## src/rtl/vsu_pkg.sv

```systemverilog
package vsu_pkg;

  typedef enum logic [2:0] {
    ACT_IGNORE = 3'd0,
    ACT_REQ    = 3'd1,
    ACT_UNDEF  = 3'd2,
    ACT_TRAP   = 3'd3,
    ACT_ALIGN  = 3'd4
  } vsu_action_e;

  typedef struct packed {
    logic [1:0] size;
    logic [1:0] opc;
    logic [8:0] imm9;
    logic [4:0] rn;
    logic [4:0] rt;
  } vsu_fields_t;

  localparam logic [4:0] SP_INDEX  = 5'd31;
  localparam int         MAX_SCALE = 4;

endpackage

```

## src/rtl/vsu_decode.sv

```systemverilog
module vsu_decode
  import vsu_pkg::*;
#(
  parameter int SP_ALIGN_BITS = 4
) (
  input  logic [31:0]              insn,
  input  logic                     fp_enable,
  input  logic [SP_ALIGN_BITS-1:0] sp_low,
  output vsu_fields_t              fields,
  output logic [2:0]               scale,
  output logic                     is_load,
  output logic                     uses_sp,
  output vsu_action_e              action
);

  logic recognised;
  logic scale_bad;
  logic sp_misaligned;

  always_comb begin
    fields.size = insn[31:30];
    fields.opc  = insn[23:22];
    fields.imm9 = insn[20:12];
    fields.rn   = insn[9:5];
    fields.rt   = insn[4:0];
  end

  assign recognised    = (insn[29:27] == 3'b111) && insn[26] &&
                         (insn[25:24] == 2'b00) && !insn[21] &&
                         (insn[11:10] == 2'b00);
  assign scale         = {fields.opc[1], fields.size};
  assign scale_bad     = (int'(scale) > MAX_SCALE);
  assign is_load       = fields.opc[0];
  assign uses_sp       = (fields.rn == SP_INDEX);
  assign sp_misaligned = uses_sp && (sp_low != '0);

  // priority: undefined, then trap, then alignment
  always_comb begin
    if (!recognised)        action = ACT_IGNORE;
    else if (scale_bad)     action = ACT_UNDEF;
    else if (!fp_enable)    action = ACT_TRAP;
    else if (sp_misaligned) action = ACT_ALIGN;
    else                    action = ACT_REQ;
  end

endmodule

```

## src/rtl/vsu_addr_gen.sv

```systemverilog
module vsu_addr_gen #(
  parameter int XLEN    = 64,
  parameter int VLEN    = 128,
  parameter int LANES   = VLEN / 8,
  parameter int BYTES_W = $clog2(LANES) + 1
) (
  input  logic [XLEN-1:0]    base,
  input  logic [8:0]         imm9,
  input  logic [2:0]         scale,
  input  logic               is_load,
  input  logic [VLEN-1:0]    vdata,
  output logic [XLEN-1:0]    addr,
  output logic [BYTES_W-1:0] bytes,
  output logic [LANES-1:0]   strb,
  output logic [VLEN-1:0]    wdata
);

  logic [XLEN-1:0] offset;

  assign offset = {{(XLEN-9){imm9[8]}}, imm9};
  assign addr   = base + offset;
  assign bytes  = BYTES_W'(1) << scale;

  for (genvar g = 0; g < LANES; g++) begin : g_lane
    assign strb[g]          = (g < int'(bytes));
    assign wdata[8*g +: 8]  = (strb[g] && !is_load) ? vdata[8*g +: 8] : 8'h00;
  end

endmodule

```

## src/rtl/vec_unscaled_lsu.sv

```systemverilog
module vec_unscaled_lsu
  import vsu_pkg::*;
#(
  parameter int XLEN          = 64,
  parameter int VLEN          = 128,
  parameter int SP_ALIGN_BITS = 4,
  parameter int LANES         = VLEN / 8,
  parameter int BYTES_W       = $clog2(LANES) + 1
) (
  input  logic               clk,
  input  logic               rst_n,
  input  logic               in_valid,
  output logic               in_ready,
  input  logic [31:0]        in_insn,
  input  logic               fp_enable,
  input  logic [XLEN-1:0]    sp_value,
  output logic [4:0]         gpr_rd_idx,
  input  logic [XLEN-1:0]    gpr_rd_data,
  output logic [4:0]         vreg_rd_idx,
  input  logic [VLEN-1:0]    vreg_rd_data,
  output logic               req_valid,
  input  logic               req_ready,
  output logic [XLEN-1:0]    req_addr,
  output logic [BYTES_W-1:0] req_bytes,
  output logic [LANES-1:0]   req_strb,
  output logic [VLEN-1:0]    req_wdata,
  output logic               req_is_load,
  output logic               req_tag_check,
  output logic               undef_flag,
  output logic               fp_trap,
  output logic               align_fault
);

  vsu_fields_t        fields;
  logic [2:0]         scale;
  logic               is_load;
  logic               uses_sp;
  vsu_action_e        action;
  logic [XLEN-1:0]    base;
  logic [XLEN-1:0]    nxt_addr;
  logic [BYTES_W-1:0] nxt_bytes;
  logic [LANES-1:0]   nxt_strb;
  logic [VLEN-1:0]    nxt_wdata;
  logic               accept;

  vsu_decode #(.SP_ALIGN_BITS(SP_ALIGN_BITS)) u_decode (
    .insn      (in_insn),
    .fp_enable (fp_enable),
    .sp_low    (sp_value[SP_ALIGN_BITS-1:0]),
    .fields    (fields),
    .scale     (scale),
    .is_load   (is_load),
    .uses_sp   (uses_sp),
    .action    (action)
  );

  assign gpr_rd_idx  = fields.rn;
  assign vreg_rd_idx = fields.rt;
  assign base        = uses_sp ? sp_value : gpr_rd_data;

  vsu_addr_gen #(.XLEN(XLEN), .VLEN(VLEN), .LANES(LANES), .BYTES_W(BYTES_W)) u_addr (
    .base    (base),
    .imm9    (fields.imm9),
    .scale   (scale),
    .is_load (is_load),
    .vdata   (vreg_rd_data),
    .addr    (nxt_addr),
    .bytes   (nxt_bytes),
    .strb    (nxt_strb),
    .wdata   (nxt_wdata)
  );

  assign in_ready = !req_valid || req_ready;
  assign accept   = in_valid && in_ready;

  always_ff @(posedge clk) begin
    if (!rst_n) begin
      req_valid     <= 1'b0;
      req_addr      <= '0;
      req_bytes     <= '0;
      req_strb      <= '0;
      req_wdata     <= '0;
      req_is_load   <= 1'b0;
      req_tag_check <= 1'b0;
      undef_flag    <= 1'b0;
      fp_trap       <= 1'b0;
      align_fault   <= 1'b0;
    end else begin
      undef_flag  <= accept && (action == ACT_UNDEF);
      fp_trap     <= accept && (action == ACT_TRAP);
      align_fault <= accept && (action == ACT_ALIGN);
      if (accept) begin
        req_valid <= (action == ACT_REQ);
        if (action == ACT_REQ) begin
          req_addr      <= nxt_addr;
          req_bytes     <= nxt_bytes;
          req_strb      <= nxt_strb;
          req_wdata     <= nxt_wdata;
          req_is_load   <= is_load;
          req_tag_check <= !uses_sp;
        end
      end else if (req_ready) begin
        req_valid <= 1'b0;
      end
    end
  end

  // a stalled request is frozen and blocks the input
  assert_hold_stable_R11: assert property (@(posedge clk) disable iff (!rst_n)
    (req_valid && !req_ready) |=> (req_valid && $stable(req_addr) &&
      $stable(req_strb) && $stable(req_wdata) && $stable(req_is_load)));

  assert_stall_blocks_input_R11: assert property (@(posedge clk) disable iff (!rst_n)
    (req_valid && !req_ready) |-> !in_ready);

  // strobe population equals byte count
  assert_strb_count_R3: assert property (@(posedge clk) disable iff (!rst_n)
    req_valid |-> ($countones(req_strb) == int'(req_bytes)));

  // at most one exception, never alongside a request
  assert_flags_exclusive_R2: assert property (@(posedge clk) disable iff (!rst_n)
    $onehot0({undef_flag, fp_trap, align_fault}));

  assert_flag_no_req_R9: assert property (@(posedge clk) disable iff (!rst_n)
    (undef_flag || fp_trap || align_fault) |-> !req_valid);

  // no accept on an edge means no flag after it
  assert_flags_need_accept_R10: assert property (@(posedge clk) disable iff (!rst_n)
    !(in_valid && in_ready) |=> !(undef_flag || fp_trap || align_fault));

  // loads carry no write data
  assert_load_zero_data_R7: assert property (@(posedge clk) disable iff (!rst_n)
    (req_valid && req_is_load) |-> (req_wdata == '0));

endmodule

```

## config.mk

```make
export PLATFORM = sky130hd
export DESIGN_NAME = vec_unscaled_lsu
export DESIGN_NICKNAME = d
export VERILOG_FILES = /design/src/rtl/vsu_pkg.sv /design/src/rtl/vsu_decode.sv /design/src/rtl/vsu_addr_gen.sv /design/src/rtl/vec_unscaled_lsu.sv
export SDC_FILE = /design/constraint.sdc
export NUM_CORES = 1
export LEC_CHECK = 0
export BUFFER_PORTS_ARGS = -buffer_cell sky130_fd_sc_hd__buf_4
export CELL_PAD_IN_SITES_DETAIL_PLACEMENT = 1
export CELL_PAD_IN_SITES_GLOBAL_PLACEMENT = 1
export CORE_UTILIZATION = 37
export DETAILED_ROUTE_END_ITERATION = 7
export PLACE_DENSITY = 0.88
export SYNTH_ARGS = -nofsm -noshare
export SYNTH_HDL_FRONTEND = slang
export SYNTH_HIERARCHICAL = 1
export SYNTH_SLANG_ARGS = --single-unit
```

## constraint.sdc

```tcl
create_clock -name clk -period 4 [get_ports clk]
set_input_delay 0 -clock clk [delete_from_list [all_inputs] [get_ports clk]]
set_output_delay 0 -clock clk [all_outputs]
set_load 0.02 [all_outputs]
```

==> impl_metrics.ini <==
[outcome]
status = complete, no violations

[cts]
clk_latency_ps = 540
clkSlewWorstSetupHoldPaths_ps = 60
cts.path.max_buffers = 3
numCtsBuffers = 26
cts_resized = 0
h-tree-depth = 1
cts_tree = built
numClockSinks = 219
cts_root_buf = clkbuf_16

[power_and_ir_drop]
p_per_area_nw_per_um2 = 287
p_leak_nw = 8.76
peakVddDrop_mv = 0.251

[grt]
grt_overflow = 0
grt_antenna_before_repair = 17
grt_pass1_vias = 16700
grt_max_degree = 182
grt_pass1_wl_um = 96800
grt_usage_pct = 30.4

[place]
port_buffers = 512
placed_area_um2 = 18700
gp_congestion = 0.953
post-place-ws_ps = -112
dp_hpwl_um = 41800

[synthesis]
syn_nets = 2137
syn-instance-count = 1780
yosys_warnings = 6
syn_area_per_cell_um2 = 8.25
mappedNetlistArea_um2 = 14700

[floorplan]
ios = 523
die_x_um = 201
initial_core_util_pct = 37.7
rows = 72
die_h_um = 201
die_area_um2 = 40500
design.core.area_um2 = 38900

[detailed_routing]
drt_iter0_drc = 886
vias_per_cell = 5.33
dr.pass1.iters = 5
wl_per_cell_um = 22.2
route.detailed.drc = 0
vias = 15500
totalWireLength_um = 64600
final_antenna_net_count = 0

[sta]
tightest_slew_ps = 1270
period_share_pct = 89.9
min_period_ps = 3600
finalMaxSlewViolations = 0
setup_violations = 0
fmax_mhz = 278
rsz0062_at_grt = no
hold_violations = 0
finalClockSkew_ps = 6.90
fin_ws_ps = 404
whs_ps = 0.0435
relSlewSlack_pct = 15.1

[critical_path]
r2r-start = req_valid$_SDFFE_PN0P_
cp-start-kind = input pin
worstPathMaxFanout = 25
end_kind = register
required_ps = 4420
crit_path_start = in_insn[7]
crit_type = input pin to register
cp.arrival_ps = 4020

[final_layout]
regArea_um2 = 4380
layout-drive-gt1-share_pct = 29.1
design_area_um2 = 21000
final_common_cell = buf_4
finalNetCount = 2720
fill_cells = 4628
final_cell_mix = buf_4 (545), nand2_1 (482), dfxtp_1 (219), mux2i_1 (215), dlygate4sd3_1 (144)
multiInputGateArea_um2 = 9320
area.growth.synth_to_final_pct = 43.3

[worst_hold_path]
hold_path.class = input pin to primary output
min_from = in_insn[3]

[flow_run]
drv_cap = 0
[where the power goes]
part           internal, W  leakage (nW)  switching [W]
logic             0.000692          6.59       0.000777
registers          0.00218          1.76    0.000000329
clock network      0.00137         0.408        0.00102
[cell type report]
type                            instances  share of cell area [%]
Tap cell                              518                    3.08
Antenna cell                           15                   0.178
Inverter                               17                   0.303
Multi-Input combinational cell       1399                    44.3
Clock buffer                           38                    3.60
Clock inverter                          8                   0.339
Sequential cell                       219                    20.8
Timing Repair Buffer                  700                    27.3
[registers in the layout, indices dropped and copies added (netlist names)]
signal / flops
req_tag_check: 1
req_wdata: 128
align_fault: 1
req_is_load: 1
req_addr: 64
undef_flag: 1
req_strb: 16
fp_trap: 1
req_bytes: 5
req_valid: 1
[critical path, stage by stage]
cell and delay (ps):
buf_4 80, nand3_1 220, nor2_4 210, buf_12 190
buf_12 200, mux2_2 360, ha_1 390, a21oi_1 240
o21ai_1 140, a221o_1 350, a221oi_1 310, inv_1 120
a211oi_2 240, buf_4 160, o21ai_2 90, a2111oi_0 440
nor3b_1 90, nand2_1 80, mux2i_1 90
[through the flow]
stage               total power, W  util [%]  setup TNS [ps]  cells
CTS                        0.00601      53.9               0   2899
floorplan                  0.00304         -               0   1780
detailed placement         0.00353      48.1            -349   2709
global route               0.00628      54.0               0   2914
global placement           0.00350      48.1               0   2709
finish                     0.00604      54.0               0   2914
[routing by layer]
metal | GRT usage [%] | up-vias | share of wire, %
met5 | 0 | - | 0.042
met4 | 16.8 | 4 | 5.5
met3 | 6.54 | 193 | 6.6
met2 | 54.6 | 643 | 50
met1 | 33.2 | 7489 | 38
li1 | - | 7191 | -
[worst paths after layout]
kind,end,slack [ps],depth (start not counted)
worst max-delay path,req_addr[56]$_SDFFE_PN0P_,400,19
worst min-delay path,vreg_rd_idx[3],0.04,0
worst max register to register,fp_trap$_SDFF_PN0_,2080,5
worst min register to register,req_addr[2]$_SDFFE_PN0P_,460,2
[repair_timing]
action | in CTS | in global routing
hold buffers | 144 | 0
setup buffers | 0 | 0
hold endpoints to repair | 147 | 0
(Power assumes the default switching activity.)
